==> config.mk <==
export PLATFORM = sky130hd
export DESIGN_NAME = mem_check_engine
export DESIGN_NICKNAME = d
export VERILOG_FILES = /design/src/rtl/mce_pkg.sv /design/src/rtl/mce_cmd_decode.sv /design/src/rtl/mce_regs.sv /design/src/rtl/mce_crc_word.sv /design/src/rtl/mce_seq.sv /design/src/rtl/mem_check_engine.sv
export SDC_FILE = /design/constraint.sdc
export NUM_CORES = 1
export LEC_CHECK = 0
export ABC_AREA = 1
export BUFFER_PORTS_ARGS = -buffer_cell sky130_fd_sc_hd__buf_2
export CAP_MARGIN = 20
export CELL_PAD_IN_SITES_DETAIL_PLACEMENT = 1
export CELL_PAD_IN_SITES_GLOBAL_PLACEMENT = 2
export CORE_ASPECT_RATIO = 2
export CORE_MARGIN = 2
export CORE_UTILIZATION = 26
export DETAILED_ROUTE_END_ITERATION = 16
export GPL_ROUTABILITY_DRIVEN = 0
export PLACE_DENSITY_LB_ADDON = 0.1
export RECOVER_POWER = 25
export SETUP_SLACK_MARGIN = 0.02
export SKIP_CTS_REPAIR_TIMING = 1
export SYNTH_ARGS = -nofsm -noshare
export SYNTH_HDL_FRONTEND = slang
export SYNTH_SLANG_ARGS = --single-unit
==> constraint.sdc <==
create_clock -name clk_i -period 3.7 [get_ports clk_i]
set_input_delay 0.74 -clock clk_i [delete_from_list [all_inputs] [get_ports clk_i]]
set_output_delay 0.74 -clock clk_i [all_outputs]
set_load 0.02 [all_outputs]
==> src/rtl/mce_pkg.sv <==
package mce_pkg;
  typedef enum logic [15:0] {
    ST_INIT  = 16'h0000,
    ST_IDLE  = 16'h0001,
    ST_RW    = 16'h0002,
    ST_MARCH = 16'h0003,
    ST_CSUM  = 16'h0004,
    ST_CRC   = 16'h0005
  } mce_state_e;

  typedef enum logic [2:0] {
    OP_NONE, OP_RW, OP_MARCH, OP_CSUM, OP_CRC, OP_STOP, OP_BAD
  } mce_op_e;

  localparam logic [1:0]  REG_SIZE = 2'd0;
  localparam logic [1:0]  REG_SEED = 2'd1;
  localparam logic [1:0]  REG_CMD  = 2'd2;
  localparam logic [31:0] CRC_POLY_REFL = 32'hEDB8_8320;
  localparam logic [31:0] RW_KEY        = 32'hA5A5_5A5A;
  localparam logic [31:0] PAT_ZERO      = 32'h0000_0000;
  localparam logic [31:0] PAT_ONE       = 32'hFFFF_FFFF;
endpackage

==> src/rtl/mce_cmd_decode.sv <==
module mce_cmd_decode
  import mce_pkg::*;
(
  input  logic [15:0] cmd_i,
  output mce_op_e     op_o
);
  always_comb begin
    if (cmd_i[15:8] != 8'h00) op_o = OP_BAD;
    else begin
      unique case (cmd_i[7:0])
        8'h00, 8'h01: op_o = OP_NONE;
        8'h02:        op_o = OP_RW;
        8'h03:        op_o = OP_MARCH;
        8'h04:        op_o = OP_CSUM;
        8'h05:        op_o = OP_CRC;
        8'hFF:        op_o = OP_STOP;
        default:      op_o = OP_BAD;
      endcase
    end
  end
endmodule

==> src/rtl/mce_regs.sv <==
module mce_regs
  import mce_pkg::*;
#(
  parameter int DW = 32,
  localparam int NW = DW - 2
) (
  input  logic          clk_i,
  input  logic          rst_ni,
  input  logic          cfg_we_i,
  input  logic [1:0]    cfg_addr_i,
  input  logic [DW-1:0] cfg_wdata_i,
  input  mce_op_e       op_i,
  output logic          cmd_go_o,
  output logic [NW-1:0] nwords_o,
  output logic [DW-1:0] seed_o,
  output logic          err_o
);
  assign cmd_go_o = cfg_we_i && (cfg_addr_i == REG_CMD);

  always_ff @(posedge clk_i or negedge rst_ni) begin
    if (!rst_ni) begin
      nwords_o <= '0;
      seed_o   <= '0;
      err_o    <= 1'b0;
    end else if (cfg_we_i) begin
      unique case (cfg_addr_i)
        REG_SIZE: nwords_o <= cfg_wdata_i[DW-1:2];  // byte count -> words
        REG_SEED: seed_o   <= cfg_wdata_i;
        REG_CMD:  err_o    <= (op_i == OP_BAD);
        default: ;
      endcase
    end
  end
endmodule

==> src/rtl/mce_crc_word.sv <==
module mce_crc_word
  import mce_pkg::*;
#(
  parameter int DW = 32
) (
  input  logic [DW-1:0] crc_i,
  input  logic [DW-1:0] data_i,
  output logic [DW-1:0] crc_o
);
  logic [DW-1:0] c;
  always_comb begin
    c = crc_i ^ data_i;
    for (int b = 0; b < DW; b++) begin
      c = c[0] ? ((c >> 1) ^ CRC_POLY_REFL[DW-1:0]) : (c >> 1);
    end
    crc_o = c;
  end
endmodule

==> src/rtl/mce_seq.sv <==
module mce_seq
  import mce_pkg::*;
#(
  parameter int AW = 16,
  parameter int DW = 32,
  localparam int NW = DW - 2
) (
  input  logic          clk_i,
  input  logic          rst_ni,
  input  logic          cmd_go_i,
  input  mce_op_e       op_i,
  input  logic [NW-1:0] nwords_i,
  input  logic [DW-1:0] seed_i,
  output logic          mem_req_o,
  output logic          mem_we_o,
  output logic [AW-1:0] mem_addr_o,
  output logic [DW-1:0] mem_wdata_o,
  input  logic [DW-1:0] mem_rdata_i,
  input  logic          mem_ack_i,
  output logic [15:0]   state_o,
  output logic [DW-1:0] result_o,
  output logic          pass_o,
  output logic          fail_o,
  output logic [AW-1:0] fail_addr_o
);
  mce_state_e    state_q, mode;
  logic [NW-1:0] idx_q, last_q, word_idx;
  logic [2:0]    elem_q, last_elem;
  logic          sub_q, stop_q;
  logic [DW-1:0] acc_q, crc_nx, pat, wval, expv;
  logic          busy, desc, is_wr, two_ops, start_req, stop_req, miscmp;

  assign busy = (state_q != ST_INIT) && (state_q != ST_IDLE);
  assign desc = (state_q == ST_MARCH) && ((elem_q == 3'd3) || (elem_q == 3'd4));
  assign word_idx = desc ? (last_q - idx_q) : idx_q;
  assign pat = {{(DW-NW){1'b0}}, word_idx} ^ RW_KEY[DW-1:0];

  always_comb begin
    unique case (op_i)
      OP_RW:    mode = ST_RW;
      OP_MARCH: mode = ST_MARCH;
      OP_CSUM:  mode = ST_CSUM;
      OP_CRC:   mode = ST_CRC;
      default:  mode = ST_IDLE;
    endcase
  end

  assign start_req = cmd_go_i && (mode != ST_IDLE);
  assign stop_req  = cmd_go_i && (op_i == OP_STOP);

  // per-access operation
  always_comb begin
    is_wr = 1'b0; two_ops = 1'b0; wval = '0; expv = '0; last_elem = 3'd0;
    unique case (state_q)
      ST_RW: begin
        is_wr = (elem_q == 3'd0); wval = pat; expv = pat; last_elem = 3'd1;
      end
      ST_MARCH: begin
        last_elem = 3'd5;
        unique case (elem_q)
          3'd0: begin is_wr = 1'b1; wval = PAT_ZERO; end
          3'd1, 3'd3: begin
            two_ops = 1'b1; is_wr = sub_q; wval = PAT_ONE; expv = PAT_ZERO;
          end
          3'd2, 3'd4: begin
            two_ops = 1'b1; is_wr = sub_q; wval = PAT_ZERO; expv = PAT_ONE;
          end
          default: expv = PAT_ZERO;
        endcase
      end
      default: ;
    endcase
  end

  assign miscmp = !is_wr && ((state_q == ST_RW) || (state_q == ST_MARCH))
                  && (mem_rdata_i != expv);

  mce_crc_word #(.DW(DW)) u_crc (.crc_i(acc_q), .data_i(mem_rdata_i), .crc_o(crc_nx));

  always_ff @(posedge clk_i or negedge rst_ni) begin
    if (!rst_ni) begin
      state_q <= ST_INIT; idx_q <= '0; last_q <= '0; elem_q <= '0;
      sub_q <= 1'b0; stop_q <= 1'b0; acc_q <= '0;
      pass_o <= 1'b0; fail_o <= 1'b0; fail_addr_o <= '0;
    end else begin
      unique case (state_q)
        ST_INIT: state_q <= ST_IDLE;
        ST_IDLE: begin
          if (start_req) begin
            pass_o <= 1'b0; fail_o <= 1'b0; fail_addr_o <= '0;
            acc_q <= seed_i; idx_q <= '0; elem_q <= '0; sub_q <= 1'b0;
            stop_q <= 1'b0; last_q <= nwords_i - 1'b1;
            if (nwords_i == '0) pass_o <= 1'b1;
            else state_q <= mode;
          end
        end
        default: begin
          if (mem_ack_i) begin
            if (stop_q || stop_req) begin
              state_q <= ST_IDLE; stop_q <= 1'b0;
            end else if (miscmp) begin
              fail_o <= 1'b1; fail_addr_o <= mem_addr_o; state_q <= ST_IDLE;
            end else begin
              if (state_q == ST_CSUM) acc_q <= acc_q + mem_rdata_i;
              if (state_q == ST_CRC)  acc_q <= crc_nx;
              if (two_ops && !sub_q) sub_q <= 1'b1;
              else begin
                sub_q <= 1'b0;
                if (idx_q == last_q) begin
                  idx_q <= '0;
                  if (elem_q == last_elem) begin
                    state_q <= ST_IDLE; pass_o <= 1'b1;
                  end else elem_q <= elem_q + 3'd1;
                end else idx_q <= idx_q + 1'b1;
              end
            end
          end else if (stop_req) stop_q <= 1'b1;
        end
      endcase
    end
  end

  assign mem_req_o   = busy;
  assign mem_we_o    = busy && is_wr;
  assign mem_addr_o  = word_idx[AW-1:0];
  assign mem_wdata_o = wval;
  assign state_o     = state_q;
  assign result_o    = acc_q;
endmodule

==> src/rtl/mem_check_engine.sv <==
module mem_check_engine
  import mce_pkg::*;
#(
  parameter int AW = 16,
  parameter int DW = 32
) (
  input  logic          clk_i,
  input  logic          rst_ni,
  input  logic          cfg_we_i,
  input  logic [1:0]    cfg_addr_i,
  input  logic [31:0]   cfg_wdata_i,
  output logic          mem_req_o,
  output logic          mem_we_o,
  output logic [AW-1:0] mem_addr_o,
  output logic [31:0]   mem_wdata_o,
  input  logic [31:0]   mem_rdata_i,
  input  logic          mem_ack_i,
  output logic [15:0]   state_o,
  output logic [31:0]   result_o,
  output logic          pass_o,
  output logic          fail_o,
  output logic [AW-1:0] fail_addr_o,
  output logic          err_o
);
  localparam int NW = DW - 2;

  mce_op_e       op;
  logic          cmd_go;
  logic [NW-1:0] nwords;
  logic [DW-1:0] seed;

  mce_cmd_decode u_dec (.cmd_i(cfg_wdata_i[15:0]), .op_o(op));

  mce_regs #(.DW(DW)) u_regs (
    .clk_i, .rst_ni, .cfg_we_i, .cfg_addr_i, .cfg_wdata_i,
    .op_i(op), .cmd_go_o(cmd_go), .nwords_o(nwords), .seed_o(seed), .err_o
  );

  mce_seq #(.AW(AW), .DW(DW)) u_seq (
    .clk_i, .rst_ni, .cmd_go_i(cmd_go), .op_i(op), .nwords_i(nwords), .seed_i(seed),
    .mem_req_o, .mem_we_o, .mem_addr_o, .mem_wdata_o, .mem_rdata_i, .mem_ack_i,
    .state_o, .result_o, .pass_o, .fail_o, .fail_addr_o
  );
endmodule

==> results of run 1 <==
==> logic make-up after synthesis <==
logic type      synth area share, %
compound gates                10.55
fa+ha+maj                     5.207
flops                         25.40
xor+xnor                      10.19
simple gates                  39.40
other cells                 0.02103
buf+inv                       8.772
mux                          0.4491
==> cell type report <==
type | instances | area, um^2
Inverter | 277 | 1057
Timing Repair Buffer | 621 | 4553
Clock buffer | 18 | 439.2
Fill cell | 8655 | 43120
Tap cell | 890 | 1114
Sequential cell | 181 | 4543
Multi-Input combinational cell | 2222 | 12750
Clock inverter | 14 | 161.4
Antenna cell | 1 | 2.502
==> state kept, by name, indices dropped and copies added (netlist names), 3 cells and up <==
signal	count
u_seq.result_o	32
u_regs.nwords_o	30
u_seq.state_o	3
u_seq.last_q	30
u_regs.seed_o	32
u_seq.idx_q	30
u_seq.fail_addr_o	16
u_seq.elem_q	3
==> per-stage QoR <==
stage	setup WS, ns	hold WS (ns)	TNS [ns]	instances	cell area, um^2
after floorplan	0.4981	0.4444	0	2777	17870
final	0.1036	0.4867	0	4224	24620
after global routing	-0.07980	0.5210	-0.3787	4223	24610
after global placement	-1.187	0.4670	-17.36	4154	22730
after detailed placement	-1.176	0.4714	-20.02	4154	22730
after CTS	-0.7082	0.2689	-7.615	4186	23330
==> critical path, delay by kind of cell (launching register included) <==
kind                       cells  cell delay, ns
DFF                            1            0.45
buffers and inverters          7            0.99
xor gates and xnor gates       2            0.57
adders and majority gates      1            0.27
and+or+nand+nor               14            1.19
==> placed cells by master, fill, tap and decap left out, types with 12 or more instances in the layout <==
master	n
sky130_fd_sc_hd__o21ai_0	172
sky130_fd_sc_hd__nor2_1	157
sky130_fd_sc_hd__buf_6	12
sky130_fd_sc_hd__a21oi_1	68
sky130_fd_sc_hd__buf_12	22
sky130_fd_sc_hd__nand2_4	39
sky130_fd_sc_hd__o21ai_1	44
sky130_fd_sc_hd__or2_2	24
sky130_fd_sc_hd__inv_1	245
sky130_fd_sc_hd__ha_1	51
sky130_fd_sc_hd__nand4_1	36
sky130_fd_sc_hd__conb_1	13
sky130_fd_sc_hd__xnor2_1	53
sky130_fd_sc_hd__nand2_2	116
sky130_fd_sc_hd__inv_2	25
sky130_fd_sc_hd__dfrtp_1	170
sky130_fd_sc_hd__nand2_1	883
sky130_fd_sc_hd__nor4_1	12
sky130_fd_sc_hd__ha_4	17
sky130_fd_sc_hd__nand3_1	208
sky130_fd_sc_hd__nor3_1	36
sky130_fd_sc_hd__xor2_1	116
sky130_fd_sc_hd__clkbuf_16	17
sky130_fd_sc_hd__buf_2	171
sky130_fd_sc_hd__buf_4	412
sky130_fd_sc_hd__xor2_2	16
sky130_fd_sc_hd__nand3_2	36
==> synth_stat cells (all sizes together) (14+ instances only) <==
library cell / instances / share of area (%)
inv: 274 / 5.8
o21ai: 222 / 6.3
xnor2: 61 / 3.1
nor3: 36 / 1.0
or2: 26 / 0.91
a21oi: 75 / 2.1
nor2: 164 / 3.5
buf: 57 / 2.0
clkbuf: 41 / 0.88
nand3: 249 / 7.5
nand2: 1039 / 24
nand4: 36 / 1.3
xor2: 137 / 7.0
dfrtp: 181 / 25
ha: 71 / 5.0
nor4: 14 / 0.53
==> per-layer routing <==
layer	up-vias	share of wire (%)	track usage (%)
li1	9918	-	-
met1	10130	30	23.77
met2	505	56	57.99
met3	305	2.4	2.871
met4	0	11	26.75
met5	-	0	0
==> path summary, 6_finish.rpt <==
path                                      end  slack, ns
setup / recovery            u_seq.result_o[5]       0.10
hold / removal               u_regs.seed_o[7]       0.49
setup reg to reg            u_seq.result_o[5]       0.10
hold reg to reg              u_regs.seed_o[7]       0.49
max in group asynchronous  u_seq.result_o[10]       0.51
min in group asynchronous     u_seq.idx_q[16]       0.85
==> run_summary.xml, run 1 <==
<?xml version="1.0" encoding="UTF-8"?>
<metrics>
  <group name="clock_network">
    <metric name="cts-buffers-inserted" unit="">17</metric>
    <metric name="clkLatencyLatePin" unit="ns">0.50</metric>
    <metric name="worst_setup_hold_path_clk_slew" unit="ns">0.08</metric>
    <metric name="clk_root_buffer_cell" unit="">sky130_fd_sc_hd__clkbuf_16</metric>
    <metric name="clock_tree.buffer_depth" unit="">2</metric>
    <metric name="cts_sinks" unit="">181</metric>
    <metric name="htree_num_levels" unit="">4</metric>
    <metric name="tritoncts" unit="">yes</metric>
  </group>
  <group name="yosys">
    <metric name="synth.cell_area" unit="um^2">17830</metric>
    <metric name="synth_seq_area_share" unit="%">25.40</metric>
    <metric name="synth_top_flop_cell" unit="">sky130_fd_sc_hd__dfrtp_1</metric>
    <metric name="synth_area_per_cell" unit="um^2">6.448</metric>
    <metric name="yosys.cell_types.count" unit="">64</metric>
    <metric name="synthesis.yosys.warnings" unit="">0</metric>
    <metric name="synth_seq_cells" unit="">181</metric>
    <metric name="asyncSetResetFlopFracSynth" unit="%">100.0</metric>
    <metric name="number_of_flops_mapped_to_enable_cells_by_yosys" unit="">0</metric>
    <metric name="post_synth_inst_count" unit="">2765</metric>
  </group>
  <group name="setup_path">
    <metric name="worst_path_fanout_max" unit="">6</metric>
    <metric name="setup.worst_path.class" unit="">flop to flop</metric>
    <metric name="worstSetupStartpoint" unit="">u_seq.result_o[1]</metric>
    <metric name="critical_path.endpoint_type" unit="">flop</metric>
    <metric name="cp.required" unit="ns">4.10</metric>
    <metric name="timing.critical_path.slowest_cell_delay" unit="ns">0.45</metric>
    <metric name="ff2ff_path_depth" unit="">24</metric>
    <metric name="cell_by_cell_listing_of_the_critical_path" unit="">ha_4, buf_4, nand2_1, nand2_2, buf_4, buf_12, nand3_1, nand2_2, buf_4, xnor2_4, xor2_4, buf_6, nand2b_4, nand2_1, nand2_2, nand2_1, nand2_2, buf_12, nand3_1, nand3_2, buf_6, nand2_1, nand3_1, nand2_1</metric>
    <metric name="cp_common_cell" unit="">sky130_fd_sc_hd__nand2_1</metric>
    <metric name="setup.worst_path.start_class" unit="">flop</metric>
    <metric name="cp_data_arrival_time" unit="ns">3.99</metric>
    <metric name="rr_startpoint" unit="">u_seq.result_o[1]</metric>
    <metric name="cp_slowest_cell" unit="">sky130_fd_sc_hd__dfrtp_2</metric>
  </group>
  <group name="finish">
    <metric name="drive_above_1_share" unit="%">29.76</metric>
    <metric name="syn_to_final_growth" unit="%">38.07</metric>
    <metric name="fin_nets" unit="">3463</metric>
    <metric name="post_route_core_utilization" unit="%">36.34</metric>
  </group>
  <group name="route">
    <metric name="drc_errors" unit="">0</metric>
    <metric name="vias_per_cell" unit="">4.939</metric>
    <metric name="finalWirelength" unit="um">103400</metric>
    <metric name="drt_first_pass_iters" unit="">4</metric>
    <metric name="ant_nets" unit="">0</metric>
    <metric name="route.detailed.wl_per_inst" unit="um">24.48</metric>
    <metric name="drtIter0Drc" unit="">761</metric>
    <metric name="vias" unit="">20860</metric>
  </group>
  <group name="timing">
    <metric name="final_max_slew_viol_count" unit="">75</metric>
    <metric name="clock.fmax" unit="MHz">278.1</metric>
    <metric name="final_hold_viols" unit="">0</metric>
    <metric name="rsz0062_at_grt" unit="">yes</metric>
    <metric name="timing.final.setup_violations" unit="">0</metric>
    <metric name="fin_skew" unit="ns">0.01778</metric>
    <metric name="timing.final.crit_share" unit="%">97.20</metric>
    <metric name="worst_pin_slew" unit="ns">2.244</metric>
    <metric name="timing.slew.headroom" unit="%">-49.59</metric>
    <metric name="min_tclk_post_route" unit="ns">3.596</metric>
  </group>
  <group name="global_routing">
    <metric name="vias_in_the_first_global_route" unit="">22490</metric>
    <metric name="grt_util_all_layers" unit="%">28.88</metric>
    <metric name="global_route_wire_length_before_repair" unit="um">147000</metric>
    <metric name="overflow" unit="">0</metric>
    <metric name="maximum_number_of_pins_on_one_net_before_global_route_repair" unit="">75</metric>
    <metric name="number_of_antenna_violations_at_the_first_check_in_global_routing" unit="">4</metric>
  </group>
  <group name="hold_path">
    <metric name="number_of_instances_on_the_worst_hold_path" unit="">2</metric>
    <metric name="worst_hold_startpoint" unit="">u_regs.seed_o[7]</metric>
    <metric name="hold_path.class" unit="">flop to flop</metric>
  </group>
  <group name="floorplanning">
    <metric name="ports" unit="">187</metric>
    <metric name="fp.dieW" unit="um">189.2</metric>
    <metric name="die_area" unit="um^2">70810</metric>
    <metric name="core_area" unit="um^2">67730</metric>
    <metric name="chipHeight" unit="um">374.3</metric>
    <metric name="initial_utilization" unit="%">26.32</metric>
    <metric name="fp-row-count" unit="">135</metric>
  </group>
  <group name="status">
    <metric name="violations" unit="">max-capacitance violations, max-slew violations</metric>
    <metric name="outcome" unit="">finished, violations left</metric>
  </group>
  <group name="placement">
    <metric name="hpwl" unit="um">88970</metric>
    <metric name="portBuffers" unit="">173</metric>
  </group>
  <group name="flow_run">
    <metric name="timing.max_cap.violations" unit="">1</metric>
  </group>
</metrics>
Power of run 1 is left out: the tool's default activity adds up to more than one toggle a clock period on the data nets, which glitch-free logic cannot reach.
==> run 2, diff against run 1 <==
--- a/config.mk
+++ b/config.mk
@@ -8,7 +8,7 @@
 export ABC_AREA = 1
 export BUFFER_PORTS_ARGS = -buffer_cell sky130_fd_sc_hd__buf_2
 export CAP_MARGIN = 20
-export CELL_PAD_IN_SITES_DETAIL_PLACEMENT = 1
+export CELL_PAD_IN_SITES_DETAIL_PLACEMENT = 0
 export CELL_PAD_IN_SITES_GLOBAL_PLACEMENT = 2
 export CORE_ASPECT_RATIO = 2
 export CORE_MARGIN = 2
==> run_summary.xml, run 2 (same netlist as run 1, synthesis figures left out) <==
<?xml version="1.0" encoding="UTF-8"?>
<metrics>
  <group name="clock_network">
    <metric name="clkLatencyLatePin" unit="ns">0.48</metric>
    <metric name="htree_num_levels" unit="">4</metric>
    <metric name="cts_sinks" unit="">181</metric>
    <metric name="worst_setup_hold_path_clk_slew" unit="ns">0.08</metric>
    <metric name="clk_root_buffer_cell" unit="">sky130_fd_sc_hd__clkbuf_16</metric>
    <metric name="clock_tree.buffer_depth" unit="">2</metric>
    <metric name="cts-buffers-inserted" unit="">17</metric>
    <metric name="tritoncts" unit="">yes</metric>
  </group>
  <group name="status">
    <metric name="outcome" unit="">finished, violations left</metric>
    <metric name="violations" unit="">max-capacitance violations, max-slew violations</metric>
  </group>
  <group name="finish">
    <metric name="stdcell_area" unit="um^2">24220</metric>
    <metric name="leading_cell_types_in_the_layout_fill_and_taps_excluded" unit="">sky130_fd_sc_hd__nand2_1, sky130_fd_sc_hd__buf_4, sky130_fd_sc_hd__inv_1</metric>
    <metric name="syn_to_final_growth" unit="%">35.86</metric>
    <metric name="fillers" unit="">7469</metric>
    <metric name="post_layout_nonfiller_instances" unit="">4209</metric>
    <metric name="fin_nets" unit="">3449</metric>
    <metric name="antennaDiodeCount" unit="">0</metric>
    <metric name="layout.cells.most_common" unit="">sky130_fd_sc_hd__nand2_1</metric>
    <metric name="drive_above_1_share" unit="%">28.14</metric>
  </group>
  <group name="setup_path">
    <metric name="setup.worst_path.class" unit="">flop to flop</metric>
    <metric name="setup.worst_path.start_class" unit="">flop</metric>
    <metric name="cp_common_cell" unit="">sky130_fd_sc_hd__nand2_1</metric>
    <metric name="cp_slowest_cell" unit="">sky130_fd_sc_hd__dfrtp_1</metric>
    <metric name="cp_data_arrival_time" unit="ns">4.07</metric>
    <metric name="worst_path_fanout_max" unit="">4</metric>
    <metric name="timing.critical_path.slowest_cell_delay" unit="ns">0.43</metric>
    <metric name="worst-path-buf-inv" unit="">6</metric>
    <metric name="cell_by_cell_listing_of_the_critical_path" unit="">ha_4, buf_4, nand2_1, nand2_2, buf_4, buf_12, nand3_1, nand2_2, buf_4, xnor2_4, xor2_4, buf_6, nand2b_4, nand2_1, nand2_2, nand2_1, nand2_2, nand2_1, nand2_2, nand3_2, buf_6, nand2_1, nand3_1, nand2_1</metric>
    <metric name="worst_path_dominant_cell_family" unit="">simple AND/OR/NAND/NOR gates</metric>
    <metric name="cp.required" unit="ns">4.12</metric>
    <metric name="critical_path.endpoint_type" unit="">flop</metric>
  </group>
  <group name="route">
    <metric name="vias" unit="">20350</metric>
    <metric name="ant_nets" unit="">0</metric>
    <metric name="drt_first_pass_iters" unit="">7</metric>
    <metric name="drtIter0Drc" unit="">951</metric>
    <metric name="drc_errors" unit="">0</metric>
    <metric name="route.detailed.wl_per_inst" unit="um">23.37</metric>
    <metric name="vias_per_cell" unit="">4.834</metric>
    <metric name="finalWirelength" unit="um">98350</metric>
  </group>
  <group name="floorplanning">
    <metric name="chipHeight" unit="um">374.3</metric>
    <metric name="ports" unit="">187</metric>
    <metric name="initial_utilization" unit="%">26.32</metric>
    <metric name="core_area" unit="um^2">67730</metric>
    <metric name="fp.dieW" unit="um">189.2</metric>
    <metric name="die_area" unit="um^2">70810</metric>
    <metric name="fp-row-count" unit="">135</metric>
  </group>
  <group name="timing">
    <metric name="final_max_slew_viol_count" unit="">75</metric>
    <metric name="fin_skew" unit="ns">0.01418</metric>
    <metric name="worst_pin_slew" unit="ns">2.293</metric>
    <metric name="setup_ws" unit="ns">0.05249</metric>
    <metric name="timing.final.crit_share" unit="%">98.58</metric>
    <metric name="min_tclk_post_route" unit="ns">3.648</metric>
    <metric name="timing.final.setup_violations" unit="">0</metric>
    <metric name="final_sum_of_negative_setup_slack" unit="ns">0</metric>
    <metric name="timing.slew.headroom" unit="%">-52.87</metric>
    <metric name="rsz0062_at_grt" unit="">yes</metric>
    <metric name="clock.fmax" unit="MHz">274.2</metric>
    <metric name="final_hold_viols" unit="">0</metric>
  </group>
  <group name="global_routing">
    <metric name="global_route_wire_length_before_repair" unit="um">139400</metric>
    <metric name="maximum_number_of_pins_on_one_net_before_global_route_repair" unit="">75</metric>
    <metric name="number_of_antenna_violations_at_the_first_check_in_global_routing" unit="">2</metric>
    <metric name="vias_in_the_first_global_route" unit="">20800</metric>
    <metric name="grt_util_all_layers" unit="%">27.66</metric>
    <metric name="overflow" unit="">0</metric>
  </group>
  <group name="flow_run">
    <metric name="timing.max_cap.violations" unit="">1</metric>
  </group>
  <group name="placement">
    <metric name="portBuffers" unit="">173</metric>
    <metric name="pre_cts_slack" unit="ns">-1.171</metric>
    <metric name="hpwl" unit="um">84840</metric>
    <metric name="placement.cell_area" unit="um^2">22730</metric>
    <metric name="dp_cells" unit="">4154</metric>
  </group>
  <group name="hold_path">
    <metric name="hold_path.class" unit="">flop to flop</metric>
  </group>
</metrics>
==> run 2: metrics by stage <==
| stage | util, % | hold slack [ns] |
|---|---|---|
| global route | 35.76 | 0.5072 |
| floorplan | - | 0.4444 |
| global placement | 33.56 | 0.4670 |
| finish | 35.76 | 0.4833 |
| CTS | 34.44 | 0.3028 |
| detailed placement | 33.56 | 0.4715 |
==> run 2: layout make-up <==
class / instances / area, um^2 / area share (%)
timing repair buffer: 608 / 4436 / 18.31
sequential: 181 / 4537 / 18.73
multi-input combinational: 2221 / 12490 / 51.57
clock inverter: 14 / 166.4 / 0.6870
inverter: 277 / 1051 / 4.339
clock buffer: 18 / 429.2 / 1.772
tap: 890 / 1114 / 4.597
==> run 2: worst reg2reg max path, stage by stage (launching register included) <==
cell	delay, ns
sky130_fd_sc_hd__dfrtp_1	0.43
sky130_fd_sc_hd__ha_4	0.28
sky130_fd_sc_hd__buf_4	0.14
sky130_fd_sc_hd__nand2_1	0.07
sky130_fd_sc_hd__nand2_2	0.08
sky130_fd_sc_hd__buf_4	0.17
sky130_fd_sc_hd__buf_12	0.13
sky130_fd_sc_hd__nand3_1	0.10
sky130_fd_sc_hd__nand2_2	0.10
sky130_fd_sc_hd__buf_4	0.17
sky130_fd_sc_hd__xnor2_4	0.30
sky130_fd_sc_hd__xor2_4	0.31
sky130_fd_sc_hd__buf_6	0.17
sky130_fd_sc_hd__nand2b_4	0.12
sky130_fd_sc_hd__nand2_1	0.06
sky130_fd_sc_hd__nand2_2	0.07
sky130_fd_sc_hd__nand2_1	0.07
sky130_fd_sc_hd__nand2_2	0.16
sky130_fd_sc_hd__nand2_1	0.09
sky130_fd_sc_hd__nand2_2	0.15
sky130_fd_sc_hd__nand3_2	0.09
sky130_fd_sc_hd__buf_6	0.15
sky130_fd_sc_hd__nand2_1	0.06
sky130_fd_sc_hd__nand3_1	0.06
sky130_fd_sc_hd__nand2_1	0.06
==> run 2: path summary, 6_finish.rpt <==
kind	slack [ns]	startpoint	depth (start not counted)	to
max	0.05	u_seq.result_o[1]	24	u_seq.result_o[5]
min	0.48	u_seq.fail_addr_o[8]	2	u_seq.fail_addr_o[8]
max reg2reg	0.05	u_seq.result_o[1]	24	u_seq.result_o[5]
min reg2reg	0.48	u_seq.fail_addr_o[8]	2	u_seq.fail_addr_o[8]
max in group asynchronous	0.55	rst_ni	2	u_regs.nwords_o[3]
min in group asynchronous	0.88	rst_ni	1	u_seq.idx_q[16]
==> run 2: layer usage <==
metal	wire length, um	GRT usage, %
met5	0	0
met4	9997	23.47
met3	2793	2.608
met2	55720	56.09
met1	29840	23.22
Power of run 2 is left out for the same reason.
